File: config.mk
export PLATFORM = sky130hd
export DESIGN_NAME = qenc_counter
export DESIGN_NICKNAME = d
export VERILOG_FILES = /design/src/rtl/qenc_pkg.sv /design/src/rtl/qenc_sync.sv /design/src/rtl/qenc_decode.sv /design/src/rtl/qenc_prescale.sv /design/src/rtl/qenc_core.sv /design/src/rtl/qenc_counter.sv
export SDC_FILE = /design/constraint.sdc
export NUM_CORES = 1
export LEC_CHECK = 0
export ABC_AREA = 1
export BUFFER_PORTS_ARGS = -buffer_cell sky130_fd_sc_hd__buf_2
export CAP_MARGIN = 25
export CORE_MARGIN = 5
export CORE_UTILIZATION = 56
export DETAILED_ROUTE_END_ITERATION = 6
export PLACE_DENSITY_LB_ADDON = 0.3
export SLEW_MARGIN = 20
export SYNTH_ARGS = -nofsm -noshare
export SYNTH_HDL_FRONTEND = slang
export SYNTH_SLANG_ARGS = --single-unit
File: constraint.sdc
create_clock -name clk -period 2.2 [get_ports clk]
set_input_delay 0.33 -clock clk [delete_from_list [all_inputs] [get_ports clk]]
set_output_delay 0.33 -clock clk [all_outputs]
set_load 0.01 [all_outputs]
File: src/rtl/qenc_pkg.sv
package qenc_pkg;

  typedef enum logic [1:0] {
    MODE_INC = 2'd0,
    MODE_QA  = 2'd1,
    MODE_QB  = 2'd2,
    MODE_QX4 = 2'd3
  } qmode_e;

  localparam int A_CTRL = 0;
  localparam int A_CNT  = 1;
  localparam int A_CEIL = 2;
  localparam int A_PSC  = 3;
  localparam int A_EVT  = 4;

  localparam int CTRL_RUN_BIT = 0;
  localparam int CTRL_DIR_BIT = 8;
  localparam int EVT_FORCE_BIT = 0;
  localparam int EVT_CLR_BIT   = 1;

  // Direction of an edge on channel A, given the new A level and the B level.
  function automatic logic a_edge_down(input logic a_new, input logic b_lvl);
    return ~(a_new ^ b_lvl);
  endfunction

  // Direction of an edge on channel B, given the A level and the new B level.
  function automatic logic b_edge_down(input logic a_lvl, input logic b_new);
    return a_lvl ^ b_new;
  endfunction

endpackage

File: src/rtl/qenc_sync.sv
module qenc_sync #(
  parameter int WIDTH  = 2,
  parameter int STAGES = 2
) (
  input  logic             clk,
  input  logic             rst_n,
  input  logic [WIDTH-1:0] din,
  output logic [WIDTH-1:0] dout
);
  logic [STAGES-1:0][WIDTH-1:0] stage_q;

  always_ff @(posedge clk or negedge rst_n) begin
    if (!rst_n) begin
      stage_q <= '0;
    end else begin
      stage_q[0] <= din;
      for (int s = 1; s < STAGES; s++) stage_q[s] <= stage_q[s-1];
    end
  end

  assign dout = stage_q[STAGES-1];
endmodule

File: src/rtl/qenc_decode.sv
module qenc_decode
  import qenc_pkg::*;
(
  input  logic   clk,
  input  logic   rst_n,
  input  logic   a_in,
  input  logic   b_in,
  input  qmode_e mode,
  output logic   step,
  output logic   down,
  output logic   dual_chg
);
  logic a_q, b_q;
  logic a_chg, b_chg, only_a, only_b;

  always_ff @(posedge clk or negedge rst_n) begin
    if (!rst_n) begin
      a_q <= 1'b0;
      b_q <= 1'b0;
    end else begin
      a_q <= a_in;
      b_q <= b_in;
    end
  end

  assign a_chg    = a_in ^ a_q;
  assign b_chg    = b_in ^ b_q;
  assign only_a   = a_chg & ~b_chg;
  assign only_b   = b_chg & ~a_chg;
  assign dual_chg = a_chg & b_chg;

  always_comb begin
    step = 1'b0;
    down = 1'b0;
    unique case (mode)
      MODE_QA: begin
        step = only_a;
        down = a_edge_down(a_in, b_in);
      end
      MODE_QB: begin
        step = only_b;
        down = b_edge_down(a_in, b_in);
      end
      MODE_QX4: begin
        step = only_a | only_b;
        down = only_a ? a_edge_down(a_in, b_in) : b_edge_down(a_in, b_in);
      end
      default: begin
        step = 1'b0;
        down = 1'b0;
      end
    endcase
  end

  AST_NO_DUAL_STEP: assert property (@(posedge clk) disable iff (!rst_n)
    dual_chg |-> !step);
  AST_INC_NO_QSTEP: assert property (@(posedge clk) disable iff (!rst_n)
    (mode == MODE_INC) |-> !step);
endmodule

File: src/rtl/qenc_prescale.sv
module qenc_prescale #(
  parameter int PSC_W = 16
) (
  input  logic             clk,
  input  logic             rst_n,
  input  logic             en,
  input  logic             reload,
  input  logic [PSC_W-1:0] psc_hold,
  output logic             tick
);
  logic [PSC_W-1:0] psc_act, div_cnt;

  always_ff @(posedge clk or negedge rst_n) begin
    if (!rst_n) begin
      psc_act <= '0;
      div_cnt <= '0;
    end else if (reload) begin
      psc_act <= psc_hold;
      div_cnt <= '0;
    end else if (en) begin
      div_cnt <= (div_cnt == psc_act) ? '0 : div_cnt + 1'b1;
    end
  end

  assign tick = en && (div_cnt == psc_act);

  AST_PSC_RANGE: assert property (@(posedge clk) disable iff (!rst_n)
    div_cnt <= psc_act);
  AST_RELOAD_RESTART: assert property (@(posedge clk) disable iff (!rst_n)
    reload |=> (div_cnt == '0) && (psc_act == $past(psc_hold)));
endmodule

File: src/rtl/qenc_core.sv
module qenc_core #(
  parameter int CNT_W = 32
) (
  input  logic             clk,
  input  logic             rst_n,
  input  logic             step,
  input  logic             down,
  input  logic             load,
  input  logic [CNT_W-1:0] load_val,
  input  logic [CNT_W-1:0] ceil,
  output logic [CNT_W-1:0] count,
  output logic             dir,
  output logic             wrap
);
  function automatic logic [CNT_W-1:0] next_val(input logic [CNT_W-1:0] cur,
                                                 input logic [CNT_W-1:0] lim,
                                                 input logic dn);
    if (dn) return (cur == '0) ? lim : cur - 1'b1;
    else    return (cur >= lim) ? '0 : cur + 1'b1;
  endfunction

  assign wrap = step && !load && (down ? (count == '0) : (count >= ceil));

  always_ff @(posedge clk or negedge rst_n) begin
    if (!rst_n) begin
      count <= '0;
      dir   <= 1'b0;
    end else if (load) begin
      count <= load_val;
    end else if (step) begin
      count <= next_val(count, ceil, down);
      dir   <= down;
    end
  end

  AST_WRAP_UP: assert property (@(posedge clk) disable iff (!rst_n)
    (step && !load && !down && count >= ceil) |=> (count == '0));
  AST_WRAP_DOWN: assert property (@(posedge clk) disable iff (!rst_n)
    (step && !load && down && count == '0) |=> (count == $past(ceil)));
  AST_DIR_TRACK: assert property (@(posedge clk) disable iff (!rst_n)
    (step && !load) |=> (dir == $past(down)));
  AST_IDLE_HOLD: assert property (@(posedge clk) disable iff (!rst_n)
    (!step && !load) |=> $stable(count));
endmodule

File: src/rtl/qenc_counter.sv
module qenc_counter
  import qenc_pkg::*;
#(
  parameter int CNT_W       = 32,
  parameter int PSC_W       = 16,
  parameter int ADDR_W      = 3,
  parameter int SYNC_STAGES = 2
) (
  input  logic              clk,
  input  logic              rst_n,
  input  logic              enc_a,
  input  logic              enc_b,
  input  logic              bus_wr,
  input  logic [ADDR_W-1:0] bus_addr,
  input  logic [CNT_W-1:0]  bus_wdata,
  output logic [CNT_W-1:0]  bus_rdata,
  output logic              upd_evt
);
  localparam logic [CNT_W-1:0] CEIL_RST = '1;

  logic             run;
  qmode_e           mode;
  logic [CNT_W-1:0] ceil;
  logic [PSC_W-1:0] psc_hold;
  logic             flag;

  logic [1:0]       enc_sync;
  logic             q_step, q_down, q_dual;
  logic             psc_tick, force_upd, reload;
  logic             core_step, core_down, core_wrap, core_dir;
  logic             wr_ctrl, wr_cnt, wr_ceil, wr_psc, wr_evt, cnt_accept, flag_clr;
  logic [CNT_W-1:0] count;

  assign wr_ctrl    = bus_wr && (bus_addr == ADDR_W'(A_CTRL));
  assign wr_cnt     = bus_wr && (bus_addr == ADDR_W'(A_CNT));
  assign wr_ceil    = bus_wr && (bus_addr == ADDR_W'(A_CEIL));
  assign wr_psc     = bus_wr && (bus_addr == ADDR_W'(A_PSC));
  assign wr_evt     = bus_wr && (bus_addr == ADDR_W'(A_EVT));
  assign cnt_accept = wr_cnt && (bus_wdata <= ceil);
  assign force_upd  = wr_evt && bus_wdata[EVT_FORCE_BIT];
  assign flag_clr   = wr_evt && bus_wdata[EVT_CLR_BIT];
  assign reload     = force_upd || core_wrap;

  qenc_sync #(.WIDTH(2), .STAGES(SYNC_STAGES)) u_sync (
    .clk(clk), .rst_n(rst_n), .din({enc_a, enc_b}), .dout(enc_sync)
  );

  qenc_decode u_dec (
    .clk(clk), .rst_n(rst_n), .a_in(enc_sync[1]), .b_in(enc_sync[0]),
    .mode(mode), .step(q_step), .down(q_down), .dual_chg(q_dual)
  );

  qenc_prescale #(.PSC_W(PSC_W)) u_psc (
    .clk(clk), .rst_n(rst_n), .en(run && (mode == MODE_INC)),
    .reload(reload), .psc_hold(psc_hold), .tick(psc_tick)
  );

  assign core_step = run && ((mode == MODE_INC) ? psc_tick : q_step);
  assign core_down = (mode != MODE_INC) && q_down;

  qenc_core #(.CNT_W(CNT_W)) u_core (
    .clk(clk), .rst_n(rst_n), .step(core_step), .down(core_down),
    .load(cnt_accept), .load_val(bus_wdata), .ceil(ceil),
    .count(count), .dir(core_dir), .wrap(core_wrap)
  );

  always_ff @(posedge clk or negedge rst_n) begin
    if (!rst_n) begin
      run      <= 1'b0;
      mode     <= MODE_INC;
      ceil     <= CEIL_RST;
      psc_hold <= '0;
      flag     <= 1'b0;
      upd_evt  <= 1'b0;
    end else begin
      if (wr_ctrl) begin
        run  <= bus_wdata[CTRL_RUN_BIT];
        mode <= qmode_e'(bus_wdata[2:1]);
      end
      if (wr_ceil) ceil <= bus_wdata;
      if (wr_psc)  psc_hold <= bus_wdata[PSC_W-1:0];
      if (reload)        flag <= 1'b1;
      else if (flag_clr) flag <= 1'b0;
      upd_evt <= reload;
    end
  end

  always_comb begin
    bus_rdata = '0;
    unique case (int'(bus_addr))
      A_CTRL: begin
        bus_rdata[CTRL_RUN_BIT] = run;
        bus_rdata[2:1]          = mode;
        bus_rdata[CTRL_DIR_BIT] = core_dir;
      end
      A_CNT:  bus_rdata = count;
      A_CEIL: bus_rdata = ceil;
      A_PSC:  bus_rdata = CNT_W'(psc_hold);
      A_EVT:  bus_rdata[0] = flag;
      default: bus_rdata = '0;
    endcase
  end

  AST_REJECT_HIGH: assert property (@(posedge clk) disable iff (!rst_n)
    (wr_cnt && (bus_wdata > ceil) && !core_step) |=> $stable(count));
  AST_EVT_SETS_FLAG: assert property (@(posedge clk) disable iff (!rst_n)
    upd_evt |-> flag);
  AST_FROZEN: assert property (@(posedge clk) disable iff (!rst_n)
    (!run && !cnt_accept) |=> $stable(count));
  AST_DUAL_HOLD: assert property (@(posedge clk) disable iff (!rst_n)
    (run && mode != MODE_INC && q_dual && !cnt_accept) |=> $stable(count));
endmodule

==> results of run 1 <==
repair_timing:
action                                  CTS  global route
pin swaps                                 4             5
setup buffers                             5             4
resized for setup                        24            21
endpoints found under the hold margin    34             0
hold buffers                              2             0
cloned                                    2             1
endpoints found under the setup margin   67            67
metal layers:
metal  part of all wire (%)  GRT usage [%]
met1                     41           46.6
met4                    3.0           11.2
met5                  0.061              0
met2                     46           54.9
met3                    9.9           7.51
cells in the mapped netlist (5+ instances only):
master	count
sky130_fd_sc_hd__o22ai_1	18
sky130_fd_sc_hd__nand4_1	44
sky130_fd_sc_hd__ha_1	70
sky130_fd_sc_hd__o221ai_1	15
sky130_fd_sc_hd__nor3_1	16
sky130_fd_sc_hd__nor2_1	139
sky130_fd_sc_hd__nand2_2	7
sky130_fd_sc_hd__nand3_1	172
sky130_fd_sc_hd__nor2_4	9
sky130_fd_sc_hd__nor2_2	13
sky130_fd_sc_hd__o21ai_1	5
sky130_fd_sc_hd__xor2_1	41
sky130_fd_sc_hd__a21oi_1	56
sky130_fd_sc_hd__o211ai_1	5
sky130_fd_sc_hd__inv_1	156
sky130_fd_sc_hd__buf_4	7
sky130_fd_sc_hd__dfrtp_1	92
sky130_fd_sc_hd__a22oi_1	15
sky130_fd_sc_hd__nand2_1	345
sky130_fd_sc_hd__clkbuf_1	33
sky130_fd_sc_hd__inv_2	5
sky130_fd_sc_hd__dfstp_2	32
sky130_fd_sc_hd__buf_2	23
sky130_fd_sc_hd__o21ai_0	87
sky130_fd_sc_hd__xnor2_1	14
layout make-up:
| class | count | area, µm² |
|---|---|---|
| Multi-Input combinational cell | 1112 | 6300 |
| Fill cell | 1440 | 4730 |
| Inverter | 164 | 618 |
| Tap cell | 229 | 287 |
| Timing Repair Buffer | 296 | 2280 |
| Clock inverter | 15 | 178 |
| Clock buffer | 17 | 425 |
| Sequential cell | 124 | 3140 |
critical path: stages (launching register included):
cell and delay [ps]:
sky130_fd_sc_hd__dfstp_2 540, sky130_fd_sc_hd__inv_2 50, sky130_fd_sc_hd__ha_4 270, sky130_fd_sc_hd__nand2_4 50, sky130_fd_sc_hd__nor2_4 130, sky130_fd_sc_hd__nand4_1 260
sky130_fd_sc_hd__nor3b_2 230, sky130_fd_sc_hd__buf_4 180, sky130_fd_sc_hd__nand2_4 60, sky130_fd_sc_hd__nand2_4 80, sky130_fd_sc_hd__nand2_8 70, sky130_fd_sc_hd__nand2_8 90
sky130_fd_sc_hd__and2_4 200, sky130_fd_sc_hd__buf_12 160, sky130_fd_sc_hd__nand2_1 70, sky130_fd_sc_hd__nand3_1 70
worst max-delay path by stage:
stage / start / endpoint / slack, ps / cells past startpoint
finish: ceil[22] / u_core.count[17] / -400 / 15
global route: ceil[23] / u_core.count[21] / -520 / 15
CTS: ceil[23] / u_core.count[22] / -330 / 15
detailed placement: ceil[20] / u_core.count[2] / -490 / 14
global placement: ceil[22] / u_core.count[6] / -480 / 14
floorplan: ceil[21] / u_core.count[27] / 7 / 14
flip-flops by register name, summed over array words and instances, names as in the netlist:
signal	count
u_core.dir	1
u_sync.stage_q	2
psc_hold	16
mode	2
upd_evt	1
u_dec.a_q	1
u_sync.dout	2
flag	1
ceil	32
u_psc.div_cnt	16
u_core.count	32
u_dec.b_q	1
u_psc.psc_act	16
run	1
cell families (layout without fill, tap and decap cells):
logic type / after synthesis / in the layout
AO/OA/AOI/OAI: 218 / 218
XOR/XNOR: 55 / 55
adder cells (fa/ha/maj): 70 / 70
buffers and inverters: 236 / 492
flip-flops: 124 / 124
AND/OR/NAND/NOR: 769 / 769
stage by stage:
stage / hold WS (ps) / power, mW / cells
5_1_grt: 4.67 / 15.9 / 1957
6_report: 14.7 / 14.9 / 1957
3_3_place_gp: 328 / 11.3 / 1913
2_1_floorplan: 34.4 / 8.47 / 1472
3_5_place_dp: 336 / 11.5 / 1913
4_1_cts: 2.83 / 14.6 / 1954
power breakdown:
group          switching [mW]  total [mW]  leakage, nW  internal, mW
clock                    1.27        2.98        0.293          1.71
sequential              0.746        3.81         1.52          3.07
combinational            4.78        8.15         4.86          3.36
==> impl_metrics.yaml, run 1 <==
worst_setup_path:
  worstPathMaxFanout: 16
  cp_startpoint_kind: "flip-flop"
  reg2reg_slack_ps: -400
  crit_required_ps: 2560
  critical_path.reg2reg.startpoint: "ceil[22]"
  critical_path.reg2reg.endpoint: "u_core.count[17]"
  rr_worst_depth: 15
  worstSetupPathType: "reg2reg"
  timing.critical_path.arrival_ps: 2960
  element_type_at_the_critical_path_end: "flip-flop"
timing:
  setup_viol_count_final: 67
  timing.final.crit_share_pct: 118
  worst_clock_skew_ps: 10.0
  worst_margin_pin_slew_ps: 533
  fin_tns_setup_ps: -23790
  period_needed_ps: 2600
  final_hold_viol_count: 0
  rsz0062_at_grt: "yes"
  max_freq_mhz: 384
  worst_slew_margin_rel_pct: 64.4
  final_max_tran_viols: 0
  worst_slack_ps: -403
finish:
  layout_commonest_cell: "sky130_fd_sc_hd__nand2_1"
  mostFrequentLayoutCells: "sky130_fd_sc_hd__nand2_1, sky130_fd_sc_hd__buf_4, sky130_fd_sc_hd__nand3_1, sky130_fd_sc_hd__inv_1, sky130_fd_sc_hd__nor2_1"
  post_route_cells_drive_above_1_share_pct: 25.4
  layout.nets: 1825
  antenna_cells_inserted: 0
  utilization_pct: 73.7
  finalInstanceArea_mm2: 0.0132
  flow.area_growth_from_synthesis_pct: 29.2
placement:
  hpwl_um: 28200
  finalWeightedCongestion: 1.05
  buffer_ports.inserted: 72
  placement.cell_area_mm2: 0.0123
  place_worst_setup_slack_ps: -488
yosys:
  netlist-cell-type-count: 51
  syn_nets: 1582
  main_combinational_cell_family_by_area_after_synthesis: "simple AND/OR/NAND/NOR gates"
  synth.top_cell.area_share_pct: 22.5
  share_of_the_synthesized_area_in_compound_gates_ao_oa_aoi_oai_pct: 12.5
  yosysTopAreaCell: "sky130_fd_sc_hd__dfrtp_1"
  synth_simple_gate_area_share_pct: 34.0
  syn_inst: 1472
  yosysWarningCount: 0
  yosysSeqAreaShare_pct: 30.7
  synth.area.mux_share_pct: 0
  yosys.area_share.xor_xnor_pct: 4.70
  yosys-top-cells-area: "sky130_fd_sc_hd__dfrtp_1, sky130_fd_sc_hd__nand2_1, sky130_fd_sc_hd__ha_1, sky130_fd_sc_hd__nand3_1, sky130_fd_sc_hd__dfstp_2"
  synthArstFlopShare_pct: 100
  ys.flop_type: "sky130_fd_sc_hd__dfrtp_1"
  synth-edff-count: 0
  synth.ff_latch_count: 124
  post_synth_fa_ha_maj_area_fraction_pct: 8.55
  synth_area_mm2: 0.0102
  synth_area_per_cell_um2: 6.96
routing:
  postRouteAntennaNets: 0
  wire_per_inst_um: 19.1
  vias_per_cell: 5.90
  drc_errors: 0
  violation_count_after_the_first_detailed_routing_iteration: 1208
  vias: 11500
  drt_pass1_iterations: 6
  detail_route.wirelength_um: 37400
die:
  boundaryPins: 73
  die_width_um: 145
  core-area_mm2: 0.0180
  floorplan.die.height_um: 145
  initial_core_util_pct: 57.0
  placement_rows: 49
  die-area_mm2: 0.0211
clock_tree:
  cts_root_buffer: "sky130_fd_sc_hd__clkbuf_16"
  cts.path.max_buffers: 2
  cts.sink_count: 124
  cts_buffers: 17
  insertion_delay_ps: 430
  htree_num_levels: 4
  clkSlewWorstSetupHoldPaths_ps: 70
  cts_tree: "built"
global_routing:
  globalRouteTotalUtil_pct: 34.4
  grt.overflow.total: 0
  antenna_found_initial: 2
  largest_net_degree_at_the_start_of_global_routing: 51
  via_count_of_the_first_global_routing_pass: 11100
  grt_pass1_wl_um: 58600
pwr:
  pwr_density_cell_mw_per_mm2: 1130
  vdd_drop_max_mv: 0.793
  cellLeakagePower_nw: 6.67
hold_path:
  hold_path_startpoint: "enc_b"
  min_delay_path_depth: 1
  min_to: "u_sync.stage_q[0]"
  min_path_type: "in2reg"
job:
  maxCapViolCount: 0
status:
  outcome: "complete, but fails checks"
  violated_checks: "setup timing"
(Power assumes the default switching activity.)
==> run 2: changes to the inputs <==
--- a/config.mk
+++ b/config.mk
@@ -8,8 +8,10 @@
 export ABC_AREA = 1
 export BUFFER_PORTS_ARGS = -buffer_cell sky130_fd_sc_hd__buf_2
 export CAP_MARGIN = 25
+export CELL_PAD_IN_SITES_DETAIL_PLACEMENT = 1
+export CELL_PAD_IN_SITES_GLOBAL_PLACEMENT = 2
 export CORE_MARGIN = 5
-export CORE_UTILIZATION = 56
+export CORE_UTILIZATION = 32
 export DETAILED_ROUTE_END_ITERATION = 6
 export PLACE_DENSITY_LB_ADDON = 0.3
 export SLEW_MARGIN = 20
==> impl_metrics.yaml, run 2 (synthesized netlist as in run 1, its figures left out) <==
global_routing:
  largest_net_degree_at_the_start_of_global_routing: 65
  grt_pass1_wl_um: 68000
  via_count_of_the_first_global_routing_pass: 12000
  globalRouteTotalUtil_pct: 24.1
  antenna_found_initial: 2
  grt.overflow.total: 0
worst_setup_path:
  timing.critical_path.arrival_ps: 3050
  cp_top_family: "simple AND/OR/NAND/NOR gates"
  cp_startpoint_kind: "flip-flop"
  worstSetupPathType: "reg2reg"
  element_type_at_the_critical_path_end: "flip-flop"
  critPathBufInv: 3
  timing.critical_path.cells: "inv_4, ha_4, nand2_4, nor2_4, nand4_1, nor3b_4, nand2_2, nand2_4, nand2_8, buf_4, buf_12, nand2_1, nand2_1, nand2_1, nand2_1"
  crit_path_top_delay_cell: "sky130_fd_sc_hd__dfstp_2"
  critical-path-top-cell-by-count: "sky130_fd_sc_hd__nand2_1"
  worstPathMaxFanout: 7
  crit_required_ps: 2530
  timing.critical_path.slowest_cell_delay_ps: 540
timing:
  worst_slew_margin_rel_pct: 64.8
  max_freq_mhz: 368
  final_hold_viol_count: 0
  worst_margin_pin_slew_ps: 528
  setup_viol_count_final: 67
  worst_slack_ps: -517
  period_needed_ps: 2720
  timing.final.crit_share_pct: 123
  fin_tns_setup_ps: -30800
  worst_clock_skew_ps: 12.8
  final_max_tran_viols: 0
  rsz0062_at_grt: "yes"
finish:
  antenna_cells_inserted: 0
  layout_commonest_cell: "sky130_fd_sc_hd__nand2_1"
  layout.nets: 1846
  mostFrequentLayoutCells: "sky130_fd_sc_hd__nand2_1, sky130_fd_sc_hd__buf_4, sky130_fd_sc_hd__inv_1, sky130_fd_sc_hd__nand3_1, sky130_fd_sc_hd__nor2_1"
  flow.area_growth_from_synthesis_pct: 34.3
  finalInstanceArea_mm2: 0.0138
  multi_input_area_mm2: 0.00651
  finish.cell_count_without_fillers: 2151
  seqCellArea_mm2: 0.00314
  post_route_cells_drive_above_1_share_pct: 28.5
  top_regs: "ceil: 32 flops, u_core.count: 32 flops"
  fill_cells: 4026
die:
  core-area_mm2: 0.0316
  die-area_mm2: 0.0357
  floorplan.die.height_um: 189
  boundaryPins: 73
  placement_rows: 65
  initial_core_util_pct: 32.5
  die_width_um: 189
routing:
  drt_pass1_iterations: 5
  highest_layer: "met5"
  wire_per_inst_um: 19.8
  violation_count_after_the_first_detailed_routing_iteration: 737
  detail_route.wirelength_um: 42700
  postRouteAntennaNets: 0
  route.met3.wl_um: 1680
  met2_wire_len_um: 19900
  vias_per_cell: 5.22
  vias: 11200
  detail_route.wirelength.met1_um: 20200
  drc_errors: 0
placement:
  hpwl_um: 32700
  buffer_ports.inserted: 72
  placement.cell_area_mm2: 0.0126
  dpl.cell_count: 2104
  finalWeightedCongestion: 0.945
job:
  maxCapViolCount: 0
clock_tree:
  cts_buffers: 17
  cts.path.max_buffers: 2
  cts.sink_count: 124
  clkSlewWorstSetupHoldPaths_ps: 70
  cts_tree: "built"
  cts_root_buffer: "sky130_fd_sc_hd__clkbuf_16"
  insertion_delay_ps: 450
  htree_num_levels: 4
pwr:
  vdd_drop_max_mv: 0.692
  pwr_density_cell_mw_per_mm2: 1110
  cellLeakagePower_nw: 7.05
status:
  violated_checks: "setup timing"
  outcome: "complete, but fails checks"
hold_path:
  min_path_type: "in2reg"
[run 2: changes by cell type in the layout (fill, tap and decap cells not counted), sizes merged]
cell	before	now
buf	293	311
clkinvlp	2	5
bufinv	2	0
clkbuf	18	20
inv	169	167
and2	1	2
dlygate4sd3	2	3
[run 2: tightest hold or removal path, cell delays in order]
cell and delay [ps]:
sky130_fd_sc_hd__buf_2 120, sky130_fd_sc_hd__nor2_1 100, sky130_fd_sc_hd__a21oi_1 50
[run 2: cell type report]
cell class	count	area share, %
multi-input combinational	1113	47.4
sequential	124	22.8
timing repair buffer	316	17.7
inverter	164	4.49
tap	402	3.66
clock buffer	18	3.12
clock inverter	14	0.810
[run 2: timing repair]
action                                  in CTS  in global routing
cloned                                       1                  3
hold buffers                                 3                  0
pin swaps                                    7                  3
endpoints found under the setup margin      67                 67
buffers inserted                             5                  3
gates resized for setup                     73                 22
hold endpoints to repair                    18                  0
[run 2: stage by stage]
stage / setup WS (ps) / utilization, % / hold slack [ps] / power, mW
final: -517 / 43.6 / 161 / 15.2
after global placement: -673 / 40.0 / 261 / 11.8
after detailed placement: -677 / 40.0 / 259 / 12.0
after floorplan: 6.56 / - / 34.4 / 8.47
after global routing: -606 / 43.6 / 191 / 16.4
after CTS: -473 / 43.1 / 141 / 15.1
[run 2: path summary, 6_finish.rpt]
check,start,cells past startpoint,slack [ps],end
worst min-delay path,bus_wdata[28],3,160,ceil[28]
worst min register to register,u_sync.stage_q[0],0,360,u_sync.dout[0]
worst max-delay path,ceil[23],15,-520,u_core.count[6]
min in group asynchronous,rst_n,2,340,u_core.count[12]
worst max register to register,ceil[23],15,-520,u_core.count[6]
max in group asynchronous,rst_n,3,1210,ceil[31]
[run 2: routing by layer]
metal  GRT usage (%)  up-vias
met2            39.7      216
met5               0        -
li1                -     5425
met1            33.1     5514
met4            6.05        4
met3            4.11       60
[run 2: report_power, final]
| group | switching, mW | internal [mW] | leakage (nW) |
|---|---|---|---|
| Sequential | 0.627 | 3.07 | 1.52 |
| Combinational | 5.19 | 3.60 | 5.28 |
| Clock | 1.26 | 1.46 | 0.252 |
| Total | 7.08 | 8.13 | 7.05 |
==> run 3: changes to the inputs <==
--- a/config.mk
+++ b/config.mk
@@ -14,6 +14,7 @@
 export CORE_UTILIZATION = 32
 export DETAILED_ROUTE_END_ITERATION = 6
 export PLACE_DENSITY_LB_ADDON = 0.3
+export SETUP_SLACK_MARGIN = 0.3
 export SLEW_MARGIN = 20
 export SYNTH_ARGS = -nofsm -noshare
 export SYNTH_HDL_FRONTEND = slang
==> impl_metrics.yaml, run 3 (synthesized netlist as in run 1, its figures left out) <==
routing:
  violation_count_after_the_first_detailed_routing_iteration: 751
  postRouteAntennaNets: 0
  drt_pass1_iterations: 5
  detail_route.wirelength_um: 46100
  vias: 11600
  vias_per_cell: 5.34
  drc_errors: 0
  wire_per_inst_um: 21.2
timing:
  period_needed_ps: 2680
  max_freq_mhz: 373
  timing.final.crit_share_pct: 122
  setup_viol_count_final: 67
  rsz0062_at_grt: "yes"
  worst_margin_pin_slew_ps: 625
  worst_slew_margin_rel_pct: 58.3
  final_max_tran_viols: 0
  worst_slack_ps: -478
  final_hold_viol_count: 0
  worst_clock_skew_ps: 13.3
job:
  maxCapViolCount: 0
pwr:
  pwr_density_cell_mw_per_mm2: 1120
  finalPower_mw: 16.9
  vdd_drop_max_mv: 0.590
  cellLeakagePower_nw: 7.41
die:
  placement_rows: 65
  core-area_mm2: 0.0316
  floorplan.die.height_um: 189
  initial_core_util_pct: 32.5
  die-area_mm2: 0.0357
  boundaryPins: 73
  die_width_um: 189
worst_setup_path:
  cp_startpoint_kind: "flip-flop"
  timing.critical_path.arrival_ps: 3000
  element_type_at_the_critical_path_end: "flip-flop"
  crit_required_ps: 2520
  worstPathMaxFanout: 7
  worstSetupPathType: "reg2reg"
clock_tree:
  cts.path.max_buffers: 2
  cts.sink_count: 124
  cts_root_buffer: "sky130_fd_sc_hd__clkbuf_16"
  clkSlewWorstSetupHoldPaths_ps: 60
  insertion_delay_ps: 450
  cts_tree: "built"
  cts_buffers: 17
  htree_num_levels: 4
hold_path:
  min_path_type: "in2reg"
finish:
  flow.area_growth_from_synthesis_pct: 47.8
  layout.nets: 1871
  antenna_cells_inserted: 0
  post_route_cells_drive_above_1_share_pct: 37.8
  top_regs: "ceil: 32 flops, u_core.count: 32 flops"
  layout_commonest_cell: "sky130_fd_sc_hd__nand2_1"
  utilization_pct: 48.0
  mostFrequentLayoutCells: "sky130_fd_sc_hd__nand2_1, sky130_fd_sc_hd__buf_4, sky130_fd_sc_hd__inv_1, sky130_fd_sc_hd__nand3_1, sky130_fd_sc_hd__nor2_1"
  fill_cells: 3854
global_routing:
  grt_pass1_wl_um: 69800
  globalRouteTotalUtil_pct: 25.0
  largest_net_degree_at_the_start_of_global_routing: 44
  antenna_found_initial: 0
  via_count_of_the_first_global_routing_pass: 12100
  grt.overflow.total: 0
status:
  outcome: "complete, but fails checks"
  violated_checks: "setup timing"
placement:
  finalWeightedCongestion: 0.955
  buffer_ports.inserted: 72
  hpwl_um: 33200
run 3: final timing paths:
kind	cells after the start	slack [ps]	startpoint	end
setup / recovery	15	-480	ceil[7]	u_psc.psc_act[12]
hold / removal	3	160	bus_wdata[24]	ceil[24]
setup reg to reg	15	-480	ceil[7]	u_psc.psc_act[12]
hold reg to reg	0	360	u_sync.stage_q[1]	u_sync.dout[1]
max in group asynchronous	3	1110	rst_n	ceil[27]
min in group asynchronous	2	400	rst_n	psc_hold[14]
run 3: cell type report:
type                            instances  area (µm²)  area share (%)
Multi-Input combinational cell       1114        7370            48.7
Sequential cell                       124        3140            20.8
Timing Repair Buffer                  340        2910            19.2
Inverter                              164         631            4.17
Tap cell                              402         503            3.32
Clock buffer                           25         495            3.27
Clock inverter                          7        90.1           0.595
run 3: repair_timing:
action                                  in CTS  in global routing
hold buffers                                 3                  0
gates cloned                                 6                  2
endpoints found under the setup margin      78                 98
gates resized for setup                    178                145
setup buffers                               12                 17
hold endpoints to repair                    25                  0
pin swaps                                   48                 45
run 3: routing by layer:
| metal | vias to the layer above | global-route usage [%] | wire length, µm |
|---|---|---|---|
| met3 | 39 | 4.76 | 2290 |
| met2 | 276 | 40.6 | 21700 |
| li1 | 5487 | - | - |
| met5 | - | 0 | 0 |
| met4 | 0 | 6.08 | 753 |
| met1 | 5822 | 34.7 | 21300 |
run 3: critical path, stage by stage (launching register included):
cell and delay [ps]:
sky130_fd_sc_hd__dfstp_2 560, sky130_fd_sc_hd__inv_4 50, sky130_fd_sc_hd__ha_4 280, sky130_fd_sc_hd__nand2_4 50, sky130_fd_sc_hd__nor2_4 120, sky130_fd_sc_hd__buf_6 100, sky130_fd_sc_hd__nand4_1 280, sky130_fd_sc_hd__nor2_2 230
sky130_fd_sc_hd__nand2_4 90, sky130_fd_sc_hd__nand2_8 110, sky130_fd_sc_hd__nand2_8 80, sky130_fd_sc_hd__nand3_4 160, sky130_fd_sc_hd__nand2_8 140, sky130_fd_sc_hd__buf_12 180, sky130_fd_sc_hd__nand2_2 50, sky130_fd_sc_hd__nand2_1 60
run 3: power breakdown:
part           switching (mW)  total, mW  internal (mW)
clock                    1.12       2.90           1.78
combinational            5.87       10.2           4.34
sequential              0.728       3.80           3.07
run 3: stage by stage:
stage / instance area, µm² / setup TNS (ps) / hold slack, ps / cells / worst slack (ps)
finish: 15100 / -26750 / 156 / 2176 / -478
global route: 15100 / -29780 / 165 / 2176 / -516
CTS: 14300 / -19820 / 138 / 2157 / -355
detailed placement: 12700 / -45980 / 310 / 2104 / -792
global placement: 12700 / -47310 / 304 / 2104 / -800
floorplan: 10400 / 0 / 34.4 / 1472 / 12.7
